$ cat src/rtl/dcs_pkg.sv
package dcs_pkg;

   typedef enum logic [2:0] {
      CMD_NOP = 3'd0,
      CMD_MRS = 3'd1,
      CMD_ACT = 3'd2,
      CMD_RD  = 3'd3,
      CMD_WR  = 3'd4,
      CMD_PRE = 3'd5,
      CMD_REF = 3'd6
   } dcs_cmd_e;

   typedef enum logic [2:0] {
      ST_INIT,
      ST_IDLE,
      ST_ACT,
      ST_CMD,
      ST_REF
   } dcs_state_e;

   // burst length to mode-word code
   function automatic logic [2:0] burst_code(input int bl);
      case (bl)
         2:       return 3'd1;
         4:       return 3'd2;
         default: return 3'd3;
      endcase
   endfunction

endpackage

$ cat src/rtl/dcs_wait_counter.sv
module dcs_wait_counter #(
   parameter int W = 4
) (
   input  logic         clk,
   input  logic         rst_n,
   input  logic         load,
   input  logic [W-1:0] load_val,
   output logic         zero
);

   logic [W-1:0] cnt;

   always_ff @(posedge clk) begin
      if (!rst_n)
         cnt <= '0;
      else if (load)
         cnt <= load_val;
      else if (cnt != '0)
         cnt <= cnt - 1'b1;
   end

   assign zero = (cnt == '0);

endmodule

$ cat src/rtl/dcs_bank_state.sv
module dcs_bank_state #(
   parameter int ROW_W = 13
) (
   input  logic             clk,
   input  logic             rst_n,
   input  logic             open_set,
   input  logic             close,
   input  logic [ROW_W-1:0] row_in,
   output logic             is_open,
   output logic [ROW_W-1:0] row_q
);

   always_ff @(posedge clk) begin
      if (!rst_n) begin
         is_open <= 1'b0;
         row_q   <= '0;
      end else if (open_set) begin
         is_open <= 1'b1;
         row_q   <= row_in;
      end else if (close) begin
         is_open <= 1'b0;
      end
   end

endmodule

$ cat src/rtl/dcs_refresh_timer.sv
module dcs_refresh_timer #(
   parameter int INTERVAL = 780
) (
   input  logic clk,
   input  logic rst_n,
   input  logic ref_issued,
   output logic pending
);

   localparam int CW = $clog2(INTERVAL);

   logic [CW-1:0] cnt;

   always_ff @(posedge clk) begin
      if (!rst_n) begin
         cnt     <= '0;
         pending <= 1'b0;
      end else begin
         if (ref_issued)
            pending <= 1'b0;
         if (cnt == CW'(INTERVAL - 1)) begin
            cnt     <= '0;
            pending <= 1'b1;
         end else begin
            cnt <= cnt + 1'b1;
         end
      end
   end

endmodule

$ cat src/rtl/dram_cmd_seq.sv
module dram_cmd_seq
   import dcs_pkg::*;
#(
   parameter int NUM_BANKS    = 4,
   parameter int ROW_W        = 13,
   parameter int COL_W        = 10,
   parameter int BURST_LEN    = 8,
   parameter bit AUTO_PRE     = 1'b0,
   parameter int T_RP         = 3,
   parameter int T_RCD        = 3,
   parameter int T_RFC        = 9,
   parameter int REF_INTERVAL = 780,
   localparam int BANK_W      = $clog2(NUM_BANKS),
   localparam int ADDR_W      = (ROW_W > COL_W) ? ROW_W : COL_W
) (
   input  logic              clk,
   input  logic              rst_n,
   input  logic              req_valid,
   output logic              req_ready,
   input  logic              req_write,
   input  logic [BANK_W-1:0] req_bank,
   input  logic [ROW_W-1:0]  req_row,
   input  logic [COL_W-1:0]  req_col,
   output logic [2:0]        cmd_code,
   output logic [BANK_W-1:0] cmd_bank,
   output logic [ADDR_W-1:0] cmd_addr,
   output logic              cmd_ap
);

   localparam int BURST_GAP = BURST_LEN / 2 + (AUTO_PRE ? T_RP : 0);
   localparam int MAX_A     = (T_RP > T_RCD) ? T_RP : T_RCD;
   localparam int MAX_B     = (T_RFC > BURST_GAP) ? T_RFC : BURST_GAP;
   localparam int MAX_WAIT  = (MAX_A > MAX_B) ? MAX_A : MAX_B;
   localparam int WAIT_W    = $clog2(MAX_WAIT + 1);

   // elaboration-time parameter checks
   if (NUM_BANKS != 4) begin : g_bad_banks
      $error("NUM_BANKS must be 4");
   end
   if (BURST_LEN != 2 && BURST_LEN != 4 && BURST_LEN != 8) begin : g_bad_bl
      $error("BURST_LEN must be 2, 4 or 8");
   end
   if (T_RP < 1 || T_RCD < 1 || T_RFC < 1) begin : g_bad_delay
      $error("delays must be at least one cycle");
   end
   if (ADDR_W < 3 || REF_INTERVAL < 2 * MAX_WAIT + 8) begin : g_bad_misc
      $error("address too narrow or refresh interval too short");
   end

   dcs_state_e state, state_n;
   dcs_cmd_e   cmd_d;
   logic [BANK_W-1:0] bank_d;
   logic [ADDR_W-1:0] addr_d;
   logic              ap_d;
   logic              wload;
   logic [WAIT_W-1:0] wval;
   logic              wzero;
   logic              accept;
   logic              ref_pending;
   logic              rw_close;

   logic              lat_write;
   logic [BANK_W-1:0] lat_bank;
   logic [ROW_W-1:0]  lat_row;
   logic [COL_W-1:0]  lat_col;

   logic [NUM_BANKS-1:0] open_vec;
   logic [NUM_BANKS-1:0] bank_act;
   logic [NUM_BANKS-1:0] bank_pre;
   logic [ROW_W-1:0]     row_arr [NUM_BANKS];

   logic req_hit;
   assign req_hit = open_vec[req_bank] && (row_arr[req_bank] == req_row);

   always_comb begin
      state_n = state;
      cmd_d   = CMD_NOP;
      bank_d  = '0;
      addr_d  = '0;
      ap_d    = 1'b0;
      wload   = 1'b0;
      wval    = '0;
      accept  = 1'b0;
      case (state)
         ST_INIT: begin
            cmd_d   = CMD_MRS;
            addr_d  = ADDR_W'(burst_code(BURST_LEN));
            state_n = ST_IDLE;
         end
         ST_IDLE: begin
            if (wzero) begin
               if (ref_pending) begin
                  wload = 1'b1;
                  if (|open_vec) begin
                     cmd_d   = CMD_PRE;
                     ap_d    = 1'b1;
                     wval    = WAIT_W'(T_RP - 1);
                     state_n = ST_REF;
                  end else begin
                     cmd_d = CMD_REF;
                     wval  = WAIT_W'(T_RFC - 1);
                  end
               end else if (req_valid) begin
                  accept = 1'b1;
                  wload  = 1'b1;
                  bank_d = req_bank;
                  if (req_hit) begin
                     cmd_d  = req_write ? CMD_WR : CMD_RD;
                     addr_d = ADDR_W'(req_col);
                     ap_d   = AUTO_PRE;
                     wval   = WAIT_W'(BURST_GAP - 1);
                  end else if (open_vec[req_bank]) begin
                     cmd_d   = CMD_PRE;
                     wval    = WAIT_W'(T_RP - 1);
                     state_n = ST_ACT;
                  end else begin
                     cmd_d   = CMD_ACT;
                     addr_d  = ADDR_W'(req_row);
                     wval    = WAIT_W'(T_RCD - 1);
                     state_n = ST_CMD;
                  end
               end
            end
         end
         ST_ACT: begin
            if (wzero) begin
               cmd_d   = CMD_ACT;
               bank_d  = lat_bank;
               addr_d  = ADDR_W'(lat_row);
               wload   = 1'b1;
               wval    = WAIT_W'(T_RCD - 1);
               state_n = ST_CMD;
            end
         end
         ST_CMD: begin
            if (wzero) begin
               cmd_d   = lat_write ? CMD_WR : CMD_RD;
               bank_d  = lat_bank;
               addr_d  = ADDR_W'(lat_col);
               ap_d    = AUTO_PRE;
               wload   = 1'b1;
               wval    = WAIT_W'(BURST_GAP - 1);
               state_n = ST_IDLE;
            end
         end
         ST_REF: begin
            if (wzero) begin
               cmd_d   = CMD_REF;
               wload   = 1'b1;
               wval    = WAIT_W'(T_RFC - 1);
               state_n = ST_IDLE;
            end
         end
         default: state_n = ST_IDLE;
      endcase
   end

   assign req_ready = (state == ST_IDLE) && wzero && !ref_pending;

   always_ff @(posedge clk) begin
      if (!rst_n) begin
         state     <= ST_INIT;
         lat_write <= 1'b0;
         lat_bank  <= '0;
         lat_row   <= '0;
         lat_col   <= '0;
         cmd_code  <= CMD_NOP;
         cmd_bank  <= '0;
         cmd_addr  <= '0;
         cmd_ap    <= 1'b0;
      end else begin
         state    <= state_n;
         cmd_code <= cmd_d;
         cmd_bank <= bank_d;
         cmd_addr <= addr_d;
         cmd_ap   <= ap_d;
         if (accept) begin
            lat_write <= req_write;
            lat_bank  <= req_bank;
            lat_row   <= req_row;
            lat_col   <= req_col;
         end
      end
   end

   // the auto-precharge variant closes the bank with the column command
   if (AUTO_PRE) begin : g_ap
      assign rw_close = (cmd_d == CMD_RD) || (cmd_d == CMD_WR);
   end else begin : g_no_ap
      assign rw_close = 1'b0;
   end

   for (genvar i = 0; i < NUM_BANKS; i++) begin : g_bank
      assign bank_act[i] = (cmd_d == CMD_ACT) && (bank_d == BANK_W'(i));
      assign bank_pre[i] = ((cmd_d == CMD_PRE) && (ap_d || bank_d == BANK_W'(i)))
                         || (rw_close && bank_d == BANK_W'(i));
      dcs_bank_state #(.ROW_W(ROW_W)) u_bank (
         .clk      (clk),
         .rst_n    (rst_n),
         .open_set (bank_act[i]),
         .close    (bank_pre[i]),
         .row_in   (addr_d[ROW_W-1:0]),
         .is_open  (open_vec[i]),
         .row_q    (row_arr[i])
      );
   end

   dcs_wait_counter #(.W(WAIT_W)) u_wait (
      .clk      (clk),
      .rst_n    (rst_n),
      .load     (wload),
      .load_val (wval),
      .zero     (wzero)
   );

   dcs_refresh_timer #(.INTERVAL(REF_INTERVAL)) u_refresh (
      .clk        (clk),
      .rst_n      (rst_n),
      .ref_issued (cmd_d == CMD_REF),
      .pending    (ref_pending)
   );

endmodule

$ cat config.mk
export PLATFORM = sky130hd
export DESIGN_NAME = dram_cmd_seq
export DESIGN_NICKNAME = d
export VERILOG_FILES = /design/src/rtl/dcs_pkg.sv /design/src/rtl/dcs_wait_counter.sv /design/src/rtl/dcs_bank_state.sv /design/src/rtl/dcs_refresh_timer.sv /design/src/rtl/dram_cmd_seq.sv
export SDC_FILE = /design/constraint.sdc
export NUM_CORES = 1
export LEC_CHECK = 0
export ABC_AREA = 1
export ABC_CLOCK_PERIOD_IN_PS = 2900
export BUFFER_PORTS_ARGS = -buffer_cell sky130_fd_sc_hd__clkbuf_2
export CAP_MARGIN = 20
export CELL_PAD_IN_SITES_DETAIL_PLACEMENT = 2
export CELL_PAD_IN_SITES_GLOBAL_PLACEMENT = 2
export CORE_MARGIN = 10
export CORE_UTILIZATION = 33
export CTS_CLUSTER_SIZE = 16
export DETAILED_ROUTE_END_ITERATION = 12
export PLACE_DENSITY = 0.8
export SETUP_SLACK_MARGIN = 0.1
export SLEW_MARGIN = 20
export SYNTH_ARGS = -nofsm -noshare
export SYNTH_HDL_FRONTEND = slang
export SYNTH_SLANG_ARGS = --single-unit
export TNS_END_PERCENT = 10
$ cat constraint.sdc
create_clock -name clk -period 2.9 [get_ports clk]
set_clock_uncertainty 0.2 [all_clocks]
set_input_delay 0.58 -clock clk [delete_from_list [all_inputs] [get_ports clk]]
set_output_delay 0.58 -clock clk [all_outputs]
set_load 0.03 [all_outputs]
==> results of run 1 <==
-- worst max-delay path: cells and delay by family (launching register included) --
family / cells / cell delay [ns]
AOI/OAI and AO/OA: 1 / 0.23
DFF: 1 / 0.47
buffers and inverters: 4 / 0.56
and+or+nand+nor: 13 / 1.49
-- cells by family after synthesis --
logic type	after synthesis
AOI/OAI and AO/OA	121
xor gates and xnor gates	4
adders and majority gates	3
buffers and inverters	127
DFF	119
and+or+nand+nor	511
-- cell type report --
type                            instances  area, sq um
Multi-Input combinational cell        639         3400
Inverter                               86          353
Timing Repair Buffer                  127         1190
Fill cell                            1970         9110
Clock inverter                          4         20.0
Clock buffer                           27          493
Tap cell                              225          282
Sequential cell                       119         2380
-- how the worst min path moves through the flow --
| stage | from | endpoint | slack [ns] |
|---|---|---|---|
| final | req_col[7] | lat_col[7]$_SDFFE_PN0P_ | 0.22 |
| after global routing | req_col[5] | lat_col[5]$_SDFFE_PN0P_ | 0.23 |
| after CTS | req_col[2] | lat_col[2]$_SDFFE_PN0P_ | 0.20 |
| after detailed placement | u_refresh.cnt[0]$_SDFF_PP0_ | u_refresh.cnt[0]$_SDFF_PP0_ | 0.24 |
| after global placement | u_refresh.cnt[0]$_SDFF_PP0_ | u_refresh.cnt[0]$_SDFF_PP0_ | 0.23 |
| after floorplan | u_refresh.cnt[0]$_SDFF_PP0_ | u_refresh.cnt[0]$_SDFF_PP0_ | 0.22 |
-- state kept, by name, indices dropped and copies added (netlist names) --
signal                 flops
lat_col                   10
lat_bank                   2
g_bank.u_bank.is_open      4
cmd_ap                     1
state                      3
g_bank.u_bank.row_q       52
lat_row                   13
u_wait.cnt                 4
lat_write                  1
cmd_code                   3
u_refresh.cnt             10
cmd_addr                  13
cmd_bank                   2
u_refresh.pending          1
-- metal layers --
| metal | vias to the layer above | GRT usage, % |
|---|---|---|
| met3 | 102 | 5.08 |
| met1 | 3680 | 29.7 |
| met4 | 0 | 12.4 |
| met2 | 368 | 44.1 |
| met5 | - | 0 |
| li1 | 3030 | - |
-- power groups by stage --
stage               logic, mW  clock network (mW)  registers, mW
global route             2.60                2.07           2.00
floorplan               0.946                   0           1.99
global placement         1.53                   0           1.97
CTS                      1.86                1.94           1.95
detailed placement       1.60                   0           1.97
finish                   2.50                2.01           1.99
-- Yosys cell counts --
| cell type | instances | area (sq um) |
|---|---|---|
| nand2_1 | 239 | 897 |
| nor2_1 | 163 | 612 |
| dfxtp_1 | 119 | 2380 |
| inv_1 | 80 | 300 |
| nand3_1 | 75 | 375 |
| a21oi_1 | 59 | 295 |
| o21ai_0 | 32 | 160 |
| clkbuf_1 | 20 | 75.1 |
| buf_2 | 13 | 65.1 |
| nor3_1 | 10 | 50.1 |
| nand3b_1 | 9 | 67.6 |
| a31oi_1 | 7 | 43.8 |
| a21boi_0 | 6 | 45.0 |
| buf_6 | 6 | 67.6 |
| inv_2 | 5 | 18.8 |
| a221oi_1 | 4 | 35.0 |
| nor3b_1 | 4 | 30.0 |
| a211oi_1 | 3 | 22.5 |
| ha_1 | 3 | 37.5 |
| nor4_1 | 3 | 18.8 |
| o22ai_1 | 3 | 18.8 |
| buf_1 | 2 | 7.51 |
| nand4_1 | 2 | 12.5 |
| nor2_4 | 2 | 22.5 |
| o21a_1 | 2 | 15.0 |
| xnor2_1 | 2 | 17.5 |
| xor2_1 | 2 | 17.5 |
| a21oi_2 | 1 | 8.76 |
| a22oi_1 | 1 | 7.51 |
| clkinv_2 | 1 | 5.00 |
| nand2_2 | 1 | 6.26 |
| nor3_2 | 1 | 10.0 |
| nor3_4 | 1 | 16.3 |
| o2111ai_1 | 1 | 8.76 |
| o21ai_1 | 1 | 5.00 |
| o31ai_1 | 1 | 7.51 |
| or2_2 | 1 | 6.26 |
-- timing repair --
item / CTS / global route
resized for setup: 31 / 140
buffers inserted: 8 / 8
pin swaps: 8 / 41
endpoints found under the setup margin: 57 / 68
cloned: 2 / 6
==> flow_metrics.py, run 1 <==
metrics = {
    "cts": {
        "clk_pin_slew_ns": 0.06,
        "cts.sinks": 119,
        "holdBufCountCts": 0,
        "clock_latency_ns": 0.46,
        "cts_buffers": 17,
        "htreeDepth": 4,
        "root_buffer": "clkbuf_16",
        "clk_path_buf_depth": 2,
        "cts_tree": "done",
    },
    "routing": {
        "drt_iter0_drc": 709,
        "drc": 0,
        "wl_met2_um": 18100,
        "wirelength_um": 36300,
        "top_layer": "met4",
        "drt-wirelength-per-cell_um": 29.6,
        "postRouteAntennaNets": 0,
        "num_vias": 7180,
        "first_pass_iters": 5,
        "drt-met1-wl_um": 14500,
        "avgViaCountPerCell": 5.85,
        "route.met3.wl_um": 2360,
    },
    "critical_path": {
        "max_stage_delay_ns": 0.47,
        "crit_path_start_kind": "register",
        "worstReg2RegStart": "g_bank[0].u_bank.is_open$_SDFFE_PN0P_",
        "critPathArrivalTime_ns": 3.23,
        "crit_path_max_fanout": 8,
        "cp_slowest_cell": "dfxtp_1",
        "crit_chain": "nand2_1, nand3_1, nand2_2, inv_4, nand2_1, nor2_4, nand2_4, nor2_4, nand3_4, nand3_1, nand2_2, nand2_4, nor2_4, buf_12, buf_12, clkbuf_16, a21oi_1, nor2_1",
        "rrSetupSlack_ns": -0.20,
        "cp-endpoint": "g_bank[3].u_bank.row_q[11]$_SDFFE_PN0P_",
        "crit_path_end_kind": "register",
        "r2r_cells": 18,
        "r2r-end": "g_bank[3].u_bank.row_q[11]$_SDFFE_PN0P_",
        "crit_start": "g_bank[0].u_bank.is_open$_SDFFE_PN0P_",
        "critPathKind": "reg -> reg",
        "crit_top_cell": "nor2_4",
        "worst_ep_required_time_ns": 3.03,
    },
    "sta": {
        "layout_min_cycle_time_ns": 3.10,
        "timing.fmax_mhz": 323,
        "tns_ns": -3.91,
        "setup-violations-final": 43,
        "relSlewSlack_pct": 37.4,
        "slew_viol_final": 0,
        "tightest_slew_ns": 0.939,
        "hold_viol": 0,
        "holdWs_ns": 0.220,
        "rsz0062_at_grt": "yes",
        "setup_ws_ns": -0.198,
        "fin_crit_sh_pct": 107,
    },
    "die": {
        "io_pins": 49,
        "die_area_sq_um": 23300,
        "dieHeight_um": 152,
        "dieWidth_um": 152,
        "core_sq_um": 17200,
        "row_count": 48,
        "initial_utilization_pct": 33.6,
    },
    "power_and_ir_drop": {
        "pwr_density_cell_nw_per_um2": 801,
        "peakVddDrop_mv": 0.471,
        "pwr-share-seq_pct": 30.6,
        "p_total_mw": 6.51,
        "leakagePower_nw": 3.61,
        "combPwrFrac_pct": 38.4,
        "power.internal_mw": 3.87,
        "p_sw_share_pct": 40.5,
        "p_switching_mw": 2.64,
        "p_clk_share_pct": 30.9,
    },
    "grt": {
        "antenna_found_initial": 0,
        "overflow": 0,
        "grt_pass1_wl_um": 46900,
        "grt_pass1_vias": 7560,
        "grtUsageTotal_pct": 25.6,
        "grt_max_degree": 43,
    },
    "placement": {
        "place_inst": 1173,
        "preCtsSetupSlack_ns": -0.356,
        "gp_congestion": 0.801,
        "hpwlAfterDp_um": 16000,
        "placed_cell_area_sq_um": 6610,
        "port_buffers": 48,
    },
    "synth": {
        "ys_types": 37,
        "synth-xor-area-share_pct": 0.605,
        "yosysWarningCount": 0,
        "synth_area_sq_um": 5790,
        "synth_top_family_by_area": "simple AND/OR/NAND/NOR gates",
        "synth_fa_ha_area_share_pct": 0.648,
        "ys_seq_elements": 119,
        "synth_compound_area_share_pct": 11.6,
        "syn_area_per_cell_sq_um": 6.54,
        "syn_nets": 917,
        "yosys.area_share.simple_pct": 36.7,
        "synth_seq_area_share_pct": 41.1,
        "synthCells": 885,
        "synth_mux_area_share_pct": 0,
    },
    "finish": {
        "final_util_pct": 47.1,
        "stdcell_count": 1227,
        "diodes": 0,
        "area_delta_synth_final_pct": 40.2,
        "final_common_cell": "nand2_1",
        "final_cell_mix": "nand2_1 (205), nor2_1 (136), dfxtp_1 (117)",
        "nNetsFinal": 1022,
        "finish.instance_area_sq_um": 8120,
        "drive_gt1_share_pct": 27.0,
    },
    "flow_run": {
        "maxCapViolations": 0,
    },
    "status": {
        "run_status": "finished with violations",
        "failed_checks": "setup timing",
    },
    "hold_path": {
        "whs_path_depth": 3,
        "holdCritPathClass": "in -> reg",
    },
}
Power figures use the tool's default switching activity.
==> run 2: changes to the inputs <==
Settings changed: ABC_AREA 1 to default, CORE_UTILIZATION 33 to 37, CTS_CLUSTER_SIZE 16 to default, PLACE_DENSITY 0.8 to 0.79.
==> flow_metrics.py, run 2 <==
metrics = {
    "status": {
        "run_status": "finished with violations",
        "failed_checks": "setup timing",
    },
    "synth": {
        "synth_commonest_cells": "dfxtp_1 (119), nand2_1 (89), a21oi_1 (83), nor2_1 (41), clkbuf_1 (36)",
        "yosys.area.top_type": "dfxtp_1",
        "synth_top_flop_cell": "dfxtp_1",
        "synth_top_family_by_area": "compound AO/OA/AOI/OAI gates",
        "syn_area_per_cell_sq_um": 9.11,
        "async_flop_share_pct": 0,
        "synth_compound_area_share_pct": 21.1,
        "ys_types": 57,
        "syn_nets": 634,
        "synth_most_common_cell": "dfxtp_1",
        "yosysWarningCount": 0,
        "synth_edf_count": 0,
        "synth_fa_ha_area_share_pct": 0.684,
        "synth_seq_area_share_pct": 43.4,
        "synthCells": 602,
        "synth_area_sq_um": 5490,
        "yosys.area_share.simple_pct": 16.4,
        "synth-xor-area-share_pct": 3.97,
        "ys_seq_elements": 119,
        "netlist_top_cells_area": "dfxtp_1 (43%), a21oi_1 (7.6%), nand2_1 (6.1%), mux2i_1 (4.6%), a211oi_1 (3.3%)",
        "synth_mux_area_share_pct": 10.1,
        "synth_top_area_share_pct": 43.4,
    },
    "cts": {
        "clk_pin_slew_ns": 0.06,
        "htreeDepth": 4,
        "cts_tree": "done",
        "holdBufCountCts": 0,
        "cts.sinks": 119,
        "clk_path_buf_depth": 2,
        "root_buffer": "clkbuf_16",
        "cts_buffers": 17,
        "clock_latency_ns": 0.44,
    },
    "critical_path": {
        "rrSetupSlack_ns": -0.02,
        "r2r-end": "g_bank[1].u_bank.row_q[5]$_SDFFE_PN0P_",
        "path_delay_family": "simple AND/OR/NAND/NOR gates",
        "max_stage_delay_ns": 0.56,
        "critPathBufInv": 4,
        "critPathKind": "in -> reg",
        "worstReg2RegStart": "g_bank[1].u_bank.row_q[5]$_SDFFE_PN0P_",
        "cp_slowest_cell": "or4_4",
        "worst_ep_required_time_ns": 3.03,
        "critPathArrivalTime_ns": 3.15,
        "crit_path_start_kind": "input port",
        "crit_path_max_fanout": 6,
        "crit_chain": "clkbuf_4, buf_6, buf_4, mux4_2, xnor2_2, nand4_1, or4_4, buf_8, o21a_4, a211oi_4",
        "r2r_cells": 7,
        "crit_path_end_kind": "register",
    },
    "die": {
        "io_pins": 49,
        "dieHeight_um": 142,
        "core_sq_um": 14500,
        "dieWidth_um": 142,
        "die_area_sq_um": 20100,
        "initial_utilization_pct": 37.7,
        "row_count": 44,
    },
    "finish": {
        "drive_gt1_share_pct": 35.1,
        "final_util_pct": 51.0,
        "top_register": "g_bank.u_bank.row_q",
        "stdcell_count": 908,
        "fill_cells": 1495,
        "area_delta_synth_final_pct": 35.2,
        "diodes": 0,
        "nNetsFinal": 743,
        "top_regs": "g_bank.u_bank.row_q: 52 flops, cmd_addr: 13 flops, lat_row: 13 flops",
        "final_cell_mix": "dfxtp_1 (119), nand2_1 (88), a21oi_1 (82)",
        "finish.instance_area_sq_um": 7420,
        "final_common_cell": "dfxtp_1",
        "largest_register_ffs": 52,
    },
    "grt": {
        "antenna_found_initial": 0,
        "grt_pass1_wl_um": 40200,
        "grt_max_degree": 35,
        "grt_pass1_vias": 6152,
        "grtUsageTotal_pct": 26.2,
        "overflow": 0,
    },
    "sta": {
        "fin_crit_sh_pct": 104,
        "slew_viol_final": 0,
        "setup-violations-final": 12,
        "layout_min_cycle_time_ns": 3.02,
        "setup_ws_ns": -0.120,
        "timing.fmax_mhz": 331,
        "relSlewSlack_pct": 53.6,
        "tns_ns": -0.468,
        "tightest_slew_ns": 0.696,
        "rsz0062_at_grt": "yes",
        "hold_viol": 0,
    },
    "placement": {
        "hpwlAfterDp_um": 15600,
        "place_inst": 856,
        "placed_cell_area_sq_um": 6340,
        "port_buffers": 48,
        "gp_congestion": 0.966,
    },
    "hold_path": {
        "holdCritPathClass": "in -> reg",
        "hold_end": "lat_col[1]$_SDFFE_PN0P_",
        "hp-start": "req_col[1]",
        "whs_path_depth": 3,
    },
    "routing": {
        "num_vias": 5766,
        "avgViaCountPerCell": 6.35,
        "postRouteAntennaNets": 0,
        "wirelength_um": 29000,
        "drt_iter0_drc": 566,
        "first_pass_iters": 5,
        "drt-wirelength-per-cell_um": 32.0,
        "drc": 0,
    },
    "power_and_ir_drop": {
        "peakVddDrop_mv": 0.492,
        "leakagePower_nw": 2.87,
        "pwr_density_cell_nw_per_um2": 795,
    },
    "flow_run": {
        "maxCapViolations": 0,
    },
}
run 2: report_power, final:
| part | total [mW] | internal, mW | switching (mW) |
|---|---|---|---|
| clock network | 2.15 | 1.28 | 0.868 |
| registers | 1.95 | 1.80 | 0.155 |
| logic | 1.79 | 0.692 | 1.10 |
run 2: final cells by class:
cell class	instances	area, sq um	area share [%]
inverter	8	30.0	0.405
clock inverter	12	128	1.72
multi-input combinational	429	3160	42.7
clock buffer	20	447	6.02
timing repair buffer	136	1040	14.0
sequential	119	2380	32.1
tap	184	230	3.10
run 2: layer usage:
metal | GRT usage, % | share of wire (%) | vias up
met3 | 7.54 | 5.8 | 120
met4 | 13.4 | 4.6 | 0
met1 | 30.1 | 40 | 2958
li1 | - | - | 2375
met5 | 0 | 0 | -
met2 | 43.5 | 50 | 313
run 2: worst reg2reg max path, stage by stage, from the launching register on:
cell	delay, ns
dfxtp_1	0.35
mux4_2	0.54
xnor2_2	0.24
nand4_1	0.18
or4_4	0.56
buf_8	0.18
o21a_4	0.24
a211oi_4	0.34
run 2: cell families (layout without fill, tap and decap cells):
group,Yosys count,in the layout
flip-flops,119,119
buffers and inverters,54,176
XOR/XNOR,24,24
multiplexers,38,38
adder cells (fa/ha/maj),3,3
AND/OR/NAND/NOR,195,195
AO/OA/AOI/OAI,169,169
run 2: through the flow:
step	hold slack, ns	setup WS [ns]	total power [mW]
after global routing	0.236	-0.119	6.07
after detailed placement	0.256	-0.628	3.33
after floorplan	0.226	-0.0718	2.75
after global placement	0.239	-0.426	3.23
final	0.223	-0.120	5.90
after CTS	0.222	0.0838	5.56
run 2: worst max-delay path by stage:
stage,endpoint,cells past startpoint,startpoint,slack [ns]
floorplan,g_bank[1].u_bank.row_q[9]$_SDFFE_PN0P_,10,req_bank[1],-0.07
global placement,g_bank[2].u_bank.row_q[2]$_SDFFE_PN0P_,8,req_bank[1],-0.43
detailed placement,g_bank[2].u_bank.row_q[5]$_SDFFE_PN0P_,8,req_bank[1],-0.63
CTS,req_ready,7,u_wait.cnt[0]$_SDFFE_PN0P_,0.08
global route,g_bank[1].u_bank.row_q[0]$_SDFFE_PN0P_,11,req_bank[1],-0.12
finish,g_bank[1].u_bank.row_q[5]$_SDFFE_PN0P_,10,req_bank[0],-0.12
run 2: repair_timing:
item                                   4_1_cts  5_1_grt
endpoints found under the hold margin        0        0
buffers inserted                            10       10
resized for setup                           55       31
setup endpoints to repair                   70       67
pin swaps                                   15       18
